**config.mk**
```make
export PLATFORM = sky130hd
export DESIGN_NAME = supply_selector
export DESIGN_NICKNAME = d
export VERILOG_FILES = /design/src/rtl/supsel_pkg.sv /design/src/rtl/supsel_thresh.sv /design/src/rtl/supsel_policy.sv /design/src/rtl/supply_selector.sv
export SDC_FILE = /design/constraint.sdc
export NUM_CORES = 1
export LEC_CHECK = 0
export BUFFER_PORTS_ARGS = -buffer_cell sky130_fd_sc_hd__clkbuf_2
export CAP_MARGIN = 20
export CORE_ASPECT_RATIO = 1.25
export CORE_MARGIN = 2
export CORE_UTILIZATION = 50
export CTS_CLUSTER_DIAMETER = 100
export DETAILED_ROUTE_END_ITERATION = 10
export PLACE_DENSITY = 0.84
export SLEW_MARGIN = 30
export SYNTH_ARGS = -nofsm -noshare
export SYNTH_HDL_FRONTEND = slang
export SYNTH_SLANG_ARGS = --single-unit
```
**constraint.sdc**
```tcl
create_clock -name clk -period 4.4 [get_ports clk]
set_input_delay 0.66 -clock clk [delete_from_list [all_inputs] [get_ports clk]]
set_output_delay 0.66 -clock clk [all_outputs]
set_load 0.005 [all_outputs]
```
**src/rtl/supsel_pkg.sv**
```systemverilog
package supsel_pkg;
   typedef enum logic {
      SRC_MAIN = 1'b0,
      SRC_BATT = 1'b1
   } src_e;
endpackage

```
**src/rtl/supsel_thresh.sv**
```systemverilog
module supsel_thresh #(
   parameter int W          = 13,
   parameter int BAT_HYS_MV = 50
) (
   input  logic [W-1:0] batt_mv,
   output logic [W-1:0] batt_lo,
   output logic [W:0]   batt_hi
);
   localparam logic [W-1:0] HYS_N = W'(BAT_HYS_MV);
   localparam logic [W:0]   HYS_W = (W+1)'(BAT_HYS_MV);

   generate
      if (BAT_HYS_MV == 0) begin : g_nohys
         assign batt_lo = batt_mv;
      end else begin : g_sat
         assign batt_lo = (batt_mv > HYS_N) ? (batt_mv - HYS_N) : '0;
      end
   endgenerate

   assign batt_hi = {1'b0, batt_mv} + HYS_W;
endmodule

```
**src/rtl/supsel_policy.sv**
```systemverilog
module supsel_policy #(
   parameter int W           = 13,
   parameter int TRIP_MV     = 2200,
   parameter int TRIP_HYS_MV = 30
) (
   input  logic [W-1:0] main_mv,
   input  logic [W-1:0] batt_lo,
   input  logic [W:0]   batt_hi,
   input  logic         policy_cmp,
   output logic         go_batt,
   output logic         go_main
);
   localparam logic [W-1:0] TRIP_LO = W'(TRIP_MV);
   localparam logic [W:0]   TRIP_HI = (W+1)'(TRIP_MV + TRIP_HYS_MV);

   logic [W:0] main_w;
   logic below_batt, above_batt, below_trip, above_trip;

   assign main_w     = {1'b0, main_mv};
   assign below_batt = main_mv < batt_lo;
   assign above_batt = main_w > batt_hi;
   assign below_trip = main_mv < TRIP_LO;
   assign above_trip = main_w > TRIP_HI;

   always_comb begin
      if (policy_cmp) begin
         go_batt = below_batt;
         go_main = above_batt;
      end else begin
         go_batt = below_batt & below_trip;
         go_main = above_batt | above_trip;
      end
   end
endmodule

```
**src/rtl/supply_selector.sv**
```systemverilog
module supply_selector
   import supsel_pkg::*;
#(
   parameter int W           = 13,
   parameter int TRIP_MV     = 2200,
   parameter int TRIP_HYS_MV = 30,
   parameter int BAT_HYS_MV  = 50
) (
   input  logic         clk,
   input  logic         rst,
   input  logic         sample_vld,
   input  logic [W-1:0] main_mv,
   input  logic [W-1:0] batt_mv,
   input  logic         policy_cmp,
   output logic         supply_sel,
   output logic         backup_active
);
   localparam int CODE_MAX = (1 << W) - 1;

   generate
      if (W < 2 || W > 20) begin : g_bad_w
         $error("supply_selector: W out of range");
      end
      if (TRIP_MV + TRIP_HYS_MV > CODE_MAX) begin : g_bad_trip
         $error("supply_selector: trip level exceeds code range");
      end
      if (BAT_HYS_MV < 0 || BAT_HYS_MV > CODE_MAX) begin : g_bad_hys
         $error("supply_selector: battery hysteresis out of range");
      end
   endgenerate

   logic [W-1:0] batt_lo;
   logic [W:0]   batt_hi;
   logic         go_batt, go_main;
   src_e         src_q, src_d;

   supsel_thresh #(.W(W), .BAT_HYS_MV(BAT_HYS_MV)) u_thresh (
      .batt_mv (batt_mv),
      .batt_lo (batt_lo),
      .batt_hi (batt_hi)
   );

   supsel_policy #(.W(W), .TRIP_MV(TRIP_MV), .TRIP_HYS_MV(TRIP_HYS_MV)) u_policy (
      .main_mv    (main_mv),
      .batt_lo    (batt_lo),
      .batt_hi    (batt_hi),
      .policy_cmp (policy_cmp),
      .go_batt    (go_batt),
      .go_main    (go_main)
   );

   always_comb begin
      src_d = src_q;
      if (sample_vld) begin
         if (src_q == SRC_MAIN && go_batt)      src_d = SRC_BATT;
         else if (src_q == SRC_BATT && go_main) src_d = SRC_MAIN;
      end
   end

   always_ff @(posedge clk) begin
      if (rst) src_q <= SRC_MAIN;
      else     src_q <= src_d;
   end

   assign supply_sel    = (src_q == SRC_BATT);
   assign backup_active = (src_q == SRC_BATT);

   // Reference conditions written from the ports in signed integer form
   int m_i, b_i;
   assign m_i = int'(main_mv);
   assign b_i = int'(batt_mv);

   assert_reset_main_R1: assert property (@(posedge clk) rst |=> !supply_sel && !backup_active);

   assert_hold_R2: assert property (@(posedge clk) disable iff (rst)
      !sample_vld |=> $stable(supply_sel));

   assert_std_enter_R3: assert property (@(posedge clk) disable iff (rst)
      (sample_vld && !policy_cmp && !supply_sel) |=>
      (supply_sel == ($past(m_i) < $past(b_i) - BAT_HYS_MV && $past(m_i) < TRIP_MV)));

   assert_std_leave_R4: assert property (@(posedge clk) disable iff (rst)
      (sample_vld && !policy_cmp && supply_sel) |=>
      (!supply_sel == ($past(m_i) > $past(b_i) + BAT_HYS_MV ||
                       $past(m_i) > TRIP_MV + TRIP_HYS_MV)));

   assert_cmp_enter_R5: assert property (@(posedge clk) disable iff (rst)
      (sample_vld && policy_cmp && !supply_sel) |=>
      (supply_sel == ($past(m_i) < $past(b_i) - BAT_HYS_MV)));

   assert_cmp_leave_R6: assert property (@(posedge clk) disable iff (rst)
      (sample_vld && policy_cmp && supply_sel) |=>
      (!supply_sel == ($past(m_i) > $past(b_i) + BAT_HYS_MV)));

   assert_flags_agree_R9: assert property (@(posedge clk) disable iff (rst)
      supply_sel == backup_active);
endmodule

```
==> summary.md, run 1 <==
| Metric | Value |
|---|---|
| Setup TNS | `0 ns` |
| Post-detail-place hpwl | `2.64 mm` |
| Register-to-Register Setup Slack | `3.37 ns` |
| Largest fanout of any net on the critical path | `11` |
| Synth area leader | `sky130_fd_sc_hd__ha_1` |
| Cell area after layout | `0.00133 mm²` |
| Worst Tran Pin Value | `~0.67 ns` |
| Growth of design area from synthesis to finish | `12.2%` |
| Critical Path Start Type | `input port` |
| Chip Height | `58.5 µm` |
| Synth Register Bits | `1` |
| Sequential power share | `0.077` |
| Setup-failing EPs final | `0` |
| Number of placement rows | `19` |
| Share of the synthesized area in the top cell type | `0.285` |
| Input/output buffers | `31` |
| Final worst hold slack | `0.740 ns` |
| Detailed-routing iteration count for the pre-antenna-repair pass | `4` |
| Max-slew violation count | `0` |
| Number of nets at the end of the flow | `roughly 240` |
| Average via count per standard cell | `about 5.9` |
| Number of flip-flops under the largest register name | `1` |
| Number of I/O pins | `32` |
| Fraction of registers with async set/reset | `0` |
| Largest cells by area after synthesis | `sky130_fd_sc_hd__ha_1 (28%), sky130_fd_sc_hd__xnor2_1 (6.6%), sky130_fd_sc_hd__xor2_1 (6.6%)` |
| Total leakage power | `0.658 nW` |
| IR drop worst, VDD | `0.0659 mV` |
| Post-Route WL | `between 2 and 3 mm` |
| Cell Area, Placed | `between 0.001 and 0.0015 mm²` |
| Status | `finished, final reports clean` |
| Number of warnings issued by yosys | `0` |
| Aggregate global-route resource usage | `0.229` |
| Reported net switching power | `0.0721 mW` |
| Clock Pin Slew Worst Setup and Hold Paths | `0 ns` |
| Maximum number of pins on one net before global-route repair | `12` |
| Mean area per synthesized cell | `7.42 µm²` |
| Buffer count from post-CTS setup fixing | `0` |
| Nets in the synthesized netlist | `217` |
| Relative slew slack | `0.551` |
| Clock share of power | `0` |
| Drt wl/cell | `14.0 µm` |
| Crit path capture type | `flip-flop` |
| Mapped cell area | `between 0.001 and 0.0015 mm²` |
| Fraction of the yosys area taken by sequential cells | `0.0169` |
| Number of antenna violations at the first check in global routing | `0` |
| Switch share | `0.513` |
| Antenna diode instance count | `0` |
| Vias in the first global route | `1219` |
| Cell internal power dissipation | `between 0.06 and 0.07 mW` |
| Part of the total power dissipated in combinational logic | `0.923` |
| Die X-Extent | `roughly 48 µm` |
| Area of the die | `0.00278 mm²` |
| Top flip-flop cell by instance count after synthesis | `sky130_fd_sc_hd__dfxtp_1` |
| GR Overflow Total | `0` |
| Post-route clock period utilization | `0.748` |
| RD Place Congestion | `0.944` |
| End-of-flow core utilization | `0.596` |
| Drt first-iter violations | `17` |
| Hold Path Class | `flip-flop to flip-flop` |
| DRC viols | `0` |
| Maximum clock skew at final layout | `0 ns` |
| Layout cells sized above 1 | `0.203` |
| EDFF count, synth | `0` |
| Total of cells resized after clock tree synthesis | `0` |
| Top cells by instance count after synthesis | `sky130_fd_sc_hd__ha_1 (27), sky130_fd_sc_hd__nand2_1 (16)` |
| Core area | `~0.0022 mm²` |
| Wire length of the first global-routing pass | `4.91 mm` |
| Path type of the worst setup path | `input port to flip-flop` |
| Number of nets still failing antenna checks after routing | `0` |
| Hold Path End | `backup_active` |
| Mapped Cells | `160` |
| Max cap viols | `0` |
| Shortest clock period the worst path allows after layout | `3.29 ns` |
| Hold path depth | `3` |
| Path depth of the worst reg2reg path | `3` |
| Arrival time worst endpoint | `approximately 3.2 ns` |
| Number of hold violations in the final report | `0` |
| Yosys cell types | `40` |
| Via count of the routed design | `~1200` |
| Count of hold buffers inserted by post-cts repair | `0` |
| Worst Hold Launch | `backup_active` |
| Ratio of total power to cell area | `106 mW/mm²` |
| Insertion delay of the later-clocked pin in the worst-skew pair | `0 ns` |
| Cell with the most instances after synthesis | `sky130_fd_sc_hd__ha_1` |
| Unrepaired setup endpoints after global routing | `false` |
| Launch instance of the worst register-to-register path | `backup_active` |
| Endpoint of the most critical register-to-register path | `backup_active` |
| Starting Density | `0.531` |
| Fmax achieved | `0.304 GHz` |
| Data required time of the critical path | `4.34 ns` |
worst max path at each step:
stage / startpoint / end / cells past startpoint
global placement: batt_mv[1] / backup_active / 13
detailed placement: batt_mv[1] / backup_active / 13
finish: batt_mv[1] / backup_active / 13
global route: batt_mv[1] / backup_active / 13
floorplan: batt_mv[3] / backup_active / 11
CTS: batt_mv[1] / backup_active / 13
metal layers:
layer  track usage  part of all wire
met1         0.284              0.44
met5             0                 0
met3       0.00613             0.038
met4        0.0347             0.011
met2         0.429              0.51
power by group through the flow:
stage | clock [mW] | combinational (mW) | sequential [mW]
floorplan | 0 | 0.0883 | 0.0108
global placement | 0 | 0.122 | 0.0107
detailed placement | 0 | 0.129 | 0.0109
CTS | 0 | 0.130 | 0.0109
global route | 0 | 0.147 | 0.0110
finish | 0 | 0.130 | 0.0109
logic make-up (layout without fill, tap and decap cells):
logic type,Yosys count,after routing,share of synthesized area
compound gates,34,34,0.199
xor+xnor,18,18,0.133
flops,1,1,0.0169
simple gates,66,66,0.310
fa+ha+maj,27,27,0.285
buf+inv,14,36,0.0569
final cells by class:
| class | count | area, µm² |
|---|---|---|
| Timing Repair Buffer | 31 | 155 |
| Inverter | 5 | 18.8 |
| Sequential cell | 1 | 20.0 |
| Fill cell | 233 | 902 |
| Multi-Input combinational cell | 145 | 1100 |
| Tap cell | 31 | 38.8 |
per-stage QoR:
step	setup slack [ns]	cells	power, mW
after floorplan	1.60	160	0.0991
after global placement	1.28	213	0.133
after detailed placement	1.15	213	0.140
after CTS	1.14	213	0.140
after global routing	0.890	213	0.158
final	1.11	213	0.141
critical path: stages:
cell and delay (ns):
sky130_fd_sc_hd__clkbuf_2 0.16, sky130_fd_sc_hd__inv_2 0.07, sky130_fd_sc_hd__ha_1 0.21, sky130_fd_sc_hd__nor2b_4 0.13, sky130_fd_sc_hd__nor2_1 0.24, sky130_fd_sc_hd__a21o_1 0.34
sky130_fd_sc_hd__nand2_1 0.11, sky130_fd_sc_hd__ha_1 0.31, sky130_fd_sc_hd__a21o_1 0.19, sky130_fd_sc_hd__a21oi_1 0.15, sky130_fd_sc_hd__nor2b_1 0.06, sky130_fd_sc_hd__o41ai_1 0.42
sky130_fd_sc_hd__a32o_1 0.18
cell usage in the layout, fill, tap and decap left out, drive strengths merged:
cell	count
a211o	1
a21o	6
and3	3
a311oi	1
o41ai	1
ha	27
a211oi	1
o31a	1
nor2	9
nand3b	1
o2111ai	1
nand2b	3
nand4b	1
nor4	3
o311ai	1
dfxtp	1
clkbuf	31
o21a	1
xnor2	9
inv	5
nand3	5
o2111a	1
nor3b	1
a21oi	9
nor2b	9
or4	2
o21ai	9
nand2	16
xor2	9
or2	1
nor3	3
a32o	1
and4	2
nand4	7
Note: power is estimated with default switching activity, not from simulation.
==> run 2, diff against run 1 <==
--- a/config.mk
+++ b/config.mk
@@ -9,7 +9,7 @@
 export CAP_MARGIN = 20
 export CORE_ASPECT_RATIO = 1.25
 export CORE_MARGIN = 2
-export CORE_UTILIZATION = 50
+export CORE_UTILIZATION = 48
 export CTS_CLUSTER_DIAMETER = 100
 export DETAILED_ROUTE_END_ITERATION = 10
 export PLACE_DENSITY = 0.84
==> constraint.sdc (replaced) <==
create_clock -name clk -period 2.9 [get_ports clk]
set_input_delay 0.435 -clock clk [delete_from_list [all_inputs] [get_ports clk]]
set_output_delay 0.435 -clock clk [all_outputs]
set_load 0.005 [all_outputs]
==> run 2 against run 1 <==
Effect of this change:
- routed wire length down 5.8%
- critical path depth unchanged
- utilization down 0.62 points
==> summary.md, run 2 (same netlist as run 1, synthesis figures left out) <==
| Metric | Value |
|---|---|
| Number of nets at the end of the flow | `246 (+2.1%)` |
| Arrival time worst endpoint | `2.68 ns (-0.55 ns)` |
| Number of placement rows | `20 (+1)` |
| Critical Path Start Type | `input port` |
| Post-route clock period utilization | `0.947` |
| GR Overflow Total | `0 (unchanged)` |
| Starting Density | `0.494 (-0.0371)` |
| Path depth of the worst reg2reg path | `3 (unchanged)` |
| RD Place Congestion | `0.888 (-6.0%)` |
| Input/output buffers | `31 (unchanged)` |
| Growth of design area from synthesis to finish | `19.4%` |
| Worst Tran Pin Value | `0.317 ns (-0.356 ns)` |
| Maximum number of pins on one net before global-route repair | `12 (unchanged)` |
| M3 GR Usage | `0.00758 (+0.00144)` |
| Library cell appearing most often on the critical path | `sky130_fd_sc_hd__ha_1` |
| Largest fanout of any net on the critical path | `6 (-5)` |
| Total leakage power | `0.693 nW (+5.4%)` |
| Kind of cell with the highest combined delay on the critical path | `simple AND/OR/NAND/NOR gates` |
| Setup-failing EPs final | `0 (unchanged)` |
| Detailed-routing iteration count for the pre-antenna-repair pass | `4 (unchanged)` |
| Number of flip-flops under the largest register name | `1 (unchanged)` |
| Met2 demand-to-capacity share in global routing | `0.365 (-0.0635)` |
| Setup TNS | `0 ns (unchanged)` |
| Die X-Extent | `48.5 µm (+1.9%)` |
| Via count of the routed design | `1210 (-3.1%)` |
| Slowest CP cell | `sky130_fd_sc_hd__or4_4` |
| Number of antenna violations at the first check in global routing | `0 (unchanged)` |
| Leading cell type in the layout, fill and taps excluded | `sky130_fd_sc_hd__clkbuf_2` |
| Instance count on the critical path | `13 (unchanged)` |
| Insertion delay of the later-clocked pin in the worst-skew pair | `0 ns (unchanged)` |
| Commonest cells after routing, fill and taps aside | `sky130_fd_sc_hd__clkbuf_2 (30), sky130_fd_sc_hd__ha_1 (27), sky130_fd_sc_hd__nand2_1 (16)` |
| Number of hold violations in the final report | `0 (unchanged)` |
| Ordered cell list for the critical path | `buf_2 > inv_1 > ha_1 > nor2b_4 > nor2_2 > or4_4 > o31a_1 > o21ai_2 > ha_1 > nor2b_1 > o21ai_1 > o2111a_1 > a32o_1` |
| Status | `finished, final reports clean` |
| Ratio of total power to cell area | `155 mW/mm² (+47%)` |
| Endpoint of the most critical register-to-register path | `backup_active` |
| Average via count per standard cell | `5.50 (-6.2%)` |
| Total power consumption of the routed design | `0.220 mW (+56%)` |
| Register-to-Register Setup Slack | `1.87 ns (-1.50 ns)` |
| IR drop worst, VDD | `0.0835 mV (+27%)` |
| Relative slew slack | `0.787 (+0.236)` |
| Crit path capture type | `flip-flop` |
| Drt wl/cell | `12.8 µm (-8.8%)` |
| Path type of the worst setup path | `input port to flip-flop` |
| Met1 track demand over resource | `0.253 (-0.0308)` |
| Non-Filler Instances | `220 (+3.3%)` |
| Clock Pin Slew Worst Setup and Hold Paths | `0 ns (unchanged)` |
| Launch instance of the worst register-to-register path | `backup_active` |
| Vias in the first global route | `1107 (-9.2%)` |
| Shortest clock period the worst path allows after layout | `2.75 ns` |
| Timing startpoint of the critical path | `batt_mv[2]` |
| Capturing instance or port of the critical path | `backup_active` |
| Number of fill cells | `242 (+3.9%)` |
| Cell Count Post-Placement | `220 (+3.3%)` |
| Chip Height | `59.6 µm (+1.9%)` |
| Antenna diode instance count | `0 (unchanged)` |
| Post-detail-place hpwl | `2.42 mm (-8.1%)` |
| Aggregate global-route resource usage | `0.196 (-0.0330)` |
| Maximum clock skew at final layout | `0 ns (unchanged)` |
| Buffer and inverter count on the worst path | `2 (unchanged)` |
| Number of I/O pins | `32 (unchanged)` |
| Max cap viols | `0 (unchanged)` |
| Drt first-iter violations | `20 (+3)` |
| Hold path depth | `3 (unchanged)` |
| Wire length of the first global-routing pass | `4.64 mm (-5.3%)` |
| Crit path largest cell delay | `0.46 ns (+0.04 ns)` |
| Max-slew violation count | `0 (unchanged)` |
| Fmax achieved | `0.364 GHz` |
| GR peak layer | `met2` |
| Layout cells sized above 1 | `0.251 (+0.0480)` |
| Core area | `0.00240 mm² (+7.5%)` |
| Number of nets still failing antenna checks after routing | `0 (unchanged)` |
| DRC viols | `0 (unchanged)` |
| Area of the die | `0.00289 mm² (+3.8%)` |
| Data required time of the critical path | `2.84 ns (-1.50 ns)` |
| Post-Route WL | `2.82 mm (-5.8%)` |
| Hold Path Class | `flip-flop to flip-flop` |
==> run 2: layout make-up <==
| type | instances | area (µm²) | share of cell area |
|---|---|---|---|
| inverters | 5 | 18.8 | 0.0132 |
| flip-flops and latches | 1 | 20.0 | 0.0141 |
| well taps | 33 | 41.3 | 0.0291 |
| repair buffers | 36 | 193 | 0.136 |
| multi-input cells | 145 | 1140 | 0.808 |
==> run 2: how the worst min path moves through the flow <==
stage,startpoint,end,slack (ns)
after floorplan,sample_vld,backup_active,0.65
after CTS,backup_active,backup_active,0.71
after detailed placement,backup_active,backup_active,0.71
after global placement,backup_active,backup_active,0.71
final,backup_active,backup_active,0.71
after global routing,backup_active,backup_active,0.75
==> run 2: what timing repair did <==
item,in CTS,in global routing
endpoints found under the setup margin,0,1
hold buffers,0,0
buffers inserted,0,0
gates resized for setup,0,9
==> run 2: report_power, final <==
group | total (mW) | switching, mW | internal [mW]
Sequential | 0.0163 | 0.00106 | 0.0153
Combinational | 0.203 | 0.110 | 0.0932
Clock | 0 | 0 | 0
==> run 2: stage by stage <==
stage	instance area, µm²	hold WS (ns)	worst slack, ns	util
floorplan	1190	0.646	0.326	-
global placement	1370	0.712	0.159	0.571
detailed placement	1370	0.712	0.0978	0.571
CTS	1370	0.709	0.0986	0.571
global route	1420	0.749	-0.00660	0.590
finish	1420	0.708	0.154	0.590
==> run 2: worst min-delay path, stage by stage, from the launching register on <==
cell and delay, ns:
sky130_fd_sc_hd__dfxtp_1 0.31, sky130_fd_sc_hd__nand2b_1 0.07, sky130_fd_sc_hd__a21oi_1 0.04, sky130_fd_sc_hd__a32o_1 0.23
==> run 2: routing by layer <==
metal / part of all wire / wire, µm
met5: 0 / 0
met4: 0.020 / 57
met3: 0.040 / 114
met2: 0.50 / 1400
met1: 0.44 / 1240
==> run 3, diff against run 2 <==
--- a/config.mk
+++ b/config.mk
@@ -12,6 +12,7 @@
 export CORE_UTILIZATION = 48
 export CTS_CLUSTER_DIAMETER = 100
 export DETAILED_ROUTE_END_ITERATION = 10
+export MAX_ROUTING_LAYER = met4
 export PLACE_DENSITY = 0.84
 export SLEW_MARGIN = 30
 export SYNTH_ARGS = -nofsm -noshare
==> run 3 against run 2 <==
Effect of this change:
- sequential share of layout area did not move
- register-to-register slack barely moved
- routed wire length fell by 0.14%
- clock skew did not move
- die area did not move
- global-route usage rose by 0.59 points
- flip-flop and latch count did not move
- design area did not move
- combinational power barely moved
- setup slack barely moved
- utilization did not move
==> summary.md, run 3 (same netlist as run 1, synthesis figures left out) <==
| Metric | Value |
|---|---|
| Register-to-Register Setup Slack | `1.87 ns (about the same)` |
| Number of antenna violations at the first check in global routing | `0 (unchanged)` |
| Fmax achieved | `0.364 GHz (about the same)` |
| Launch instance of the worst register-to-register path | `backup_active` |
| Kind of cell with the highest combined delay on the critical path | `simple AND/OR/NAND/NOR gates` |
| Post-Route WL | `2.81 mm (-0.14%)` |
| Drt first-iter violations | `20 (unchanged)` |
| Leading cell type in the layout, fill and taps excluded | `sky130_fd_sc_hd__clkbuf_2` |
| Commonest cells after routing, fill and taps aside | `sky130_fd_sc_hd__clkbuf_2 (30), sky130_fd_sc_hd__ha_1 (27), sky130_fd_sc_hd__nand2_1 (16)` |
| Capturing instance or port of the critical path | `backup_active` |
| Crit path largest cell delay | `0.46 ns (about the same)` |
| Crit path capture type | `flip-flop` |
| Status | `finished, final reports clean` |
| Ratio of total power to cell area | `155 mW/mm² (about the same)` |
| Via count of the routed design | `1210 (unchanged)` |
| Growth of design area from synthesis to finish | `19.4% (unchanged)` |
| Multi-input gate area | `0.00114 mm² (unchanged)` |
| Post-detail-place hpwl | `2.42 mm (unchanged)` |
| Non-Filler Instances | `220 (unchanged)` |
| GR Overflow Total | `0 (unchanged)` |
| Post-route clock period utilization | `0.947 (about the same)` |
| Number of placement rows | `20 (unchanged)` |
| Chip Height | `59.6 µm (unchanged)` |
| Core area | `0.00240 mm² (unchanged)` |
| Layout cells sized above 1 | `0.251 (unchanged)` |
| Vias in the first global route | `1107 (unchanged)` |
| Total power consumption of the routed design | `0.220 mW (about the same)` |
| Endpoint of the most critical register-to-register path | `backup_active` |
| Drt wl/cell | `12.8 µm (-0.14%)` |
| Input/output buffers | `31 (unchanged)` |
| Insertion delay of the later-clocked pin in the worst-skew pair | `0 ns (unchanged)` |
| Library cell appearing most often on the critical path | `sky130_fd_sc_hd__ha_1` |
| Number of nets at the end of the flow | `246 (unchanged)` |
| Maximum number of pins on one net before global-route repair | `12 (unchanged)` |
| Count of hold buffers inserted by post-cts repair | `0 (unchanged)` |
| Setup TNS | `0 ns (unchanged)` |
| Number of flip-flops under the largest register name | `1 (unchanged)` |
| Instance count on the critical path | `13 (unchanged)` |
| Total leakage power | `0.693 nW (unchanged)` |
| Number of nets still failing antenna checks after routing | `0 (unchanged)` |
| Wire length of the first global-routing pass | `4.64 mm (unchanged)` |
| IR drop worst, VDD | `0.0828 mV (-0.83%)` |
| Buffer and inverter count on the worst path | `2 (unchanged)` |
| Detailed-routing iteration count for the pre-antenna-repair pass | `4 (unchanged)` |
| Area of the die | `0.00289 mm² (unchanged)` |
| Ordered cell list for the critical path | `buf_2 > inv_1 > ha_1 > nor2b_4 > nor2_2 > or4_4 > o31a_1 > o21ai_2 > ha_1 > nor2b_1 > o21ai_1 > o2111a_1 > a32o_1` |
| Slowest CP cell | `sky130_fd_sc_hd__or4_4` |
| Shortest clock period the worst path allows after layout | `2.75 ns (-0.0000800 ns)` |
| Critical Path Start Type | `input port` |
| Antenna diode instance count | `0 (unchanged)` |
| Max cap viols | `0 (unchanged)` |
| DRC viols | `0 (unchanged)` |
| Clock Pin Slew Worst Setup and Hold Paths | `0 ns (unchanged)` |
| Number of hold violations in the final report | `0 (unchanged)` |
| Number of I/O pins | `32 (unchanged)` |
| Data required time of the critical path | `2.84 ns (about the same)` |
| Worst Hold Launch | `backup_active` |
| Path depth of the worst reg2reg path | `3 (unchanged)` |
| Hold path depth | `3 (unchanged)` |
| Max-slew violation count | `0 (unchanged)` |
| Starting Density | `0.494 (unchanged)` |
| Timing startpoint of the critical path | `batt_mv[2]` |
| Aggregate global-route resource usage | `0.202 (+0.00586)` |
| End-of-flow core utilization | `0.590 (unchanged)` |
| Path type of the worst setup path | `input port to flip-flop` |
| Hold Path Class | `flip-flop to flip-flop` |
| Arrival time worst endpoint | `2.68 ns (about the same)` |
| Cell Count Post-Placement | `220 (unchanged)` |
| Setup-failing EPs final | `0 (unchanged)` |
| Relative slew slack | `0.787 (unchanged)` |
| Largest fanout of any net on the critical path | `6 (unchanged)` |
| Maximum clock skew at final layout | `0 ns (unchanged)` |
| Average via count per standard cell | `5.50 (unchanged)` |
| Number of fill cells | `242 (unchanged)` |
| Worst Tran Pin Value | `0.317 ns (unchanged)` |
| RD Place Congestion | `0.902 (+1.7%)` |
| Die X-Extent | `48.5 µm (unchanged)` |
| Register area | `20.0 µm² (unchanged)` |
==> run 3: cell counts in the layout (fill, tap and decap cells not counted) <==
No cell type changed its count.
==> run 3: tightest hold or removal path, delay by kind of cell, from the launching register on <==
| family | cells | cell delay, ns |
|---|---|---|
| flops | 1 | 0.31 |
| compound gates | 2 | 0.27 |
| simple gates | 1 | 0.07 |
==> run 3: metrics by stage <==
stage	cell area (µm²)	hold slack (ns)	setup WS, ns
2_1_floorplan	1190	0.646	0.326
3_3_place_gp	1370	0.712	0.159
3_5_place_dp	1370	0.712	0.0978
4_1_cts	1370	0.709	0.0986
5_1_grt	1420	0.749	-0.00660
6_report	1420	0.708	0.154
==> run 3: worst min-delay path by stage <==
stage                     to  slack (ns)
6_report       backup_active        0.71
5_1_grt        backup_active        0.75
4_1_cts        backup_active        0.71
3_5_place_dp   backup_active        0.71
3_3_place_gp   backup_active        0.71
2_1_floorplan  backup_active        0.65
==> run 3: repair_timing <==
item,CTS,global route
gates resized for setup,0,9
setup buffers,0,0
setup endpoints to repair,0,1
==> run 3: layout make-up <==
class                      instances  share of cell area
inverter                           5              0.0132
multi-input combinational        145               0.808
sequential                         1              0.0141
tap                               33              0.0291
timing repair buffer              36               0.136
==> run 3: layer usage <==
| metal | vias up | track usage | routed length (µm) |
|---|---|---|---|
| li1 | 645 | - | - |
| met1 | 527 | 0.255 | 1250 |
| met2 | 34 | 0.365 | 1400 |
| met3 | 4 | 0.00505 | 108 |
| met4 | 0 | 0.0408 | 57 |
| met5 | - | - | 0 |
==> run 3: power breakdown <==
group          switching, mW  internal [mW]  leakage, nW  total [mW]
Combinational          0.110         0.0931        0.685       0.203
Clock                      0              0            0           0
Sequential           0.00106         0.0153      0.00819      0.0163
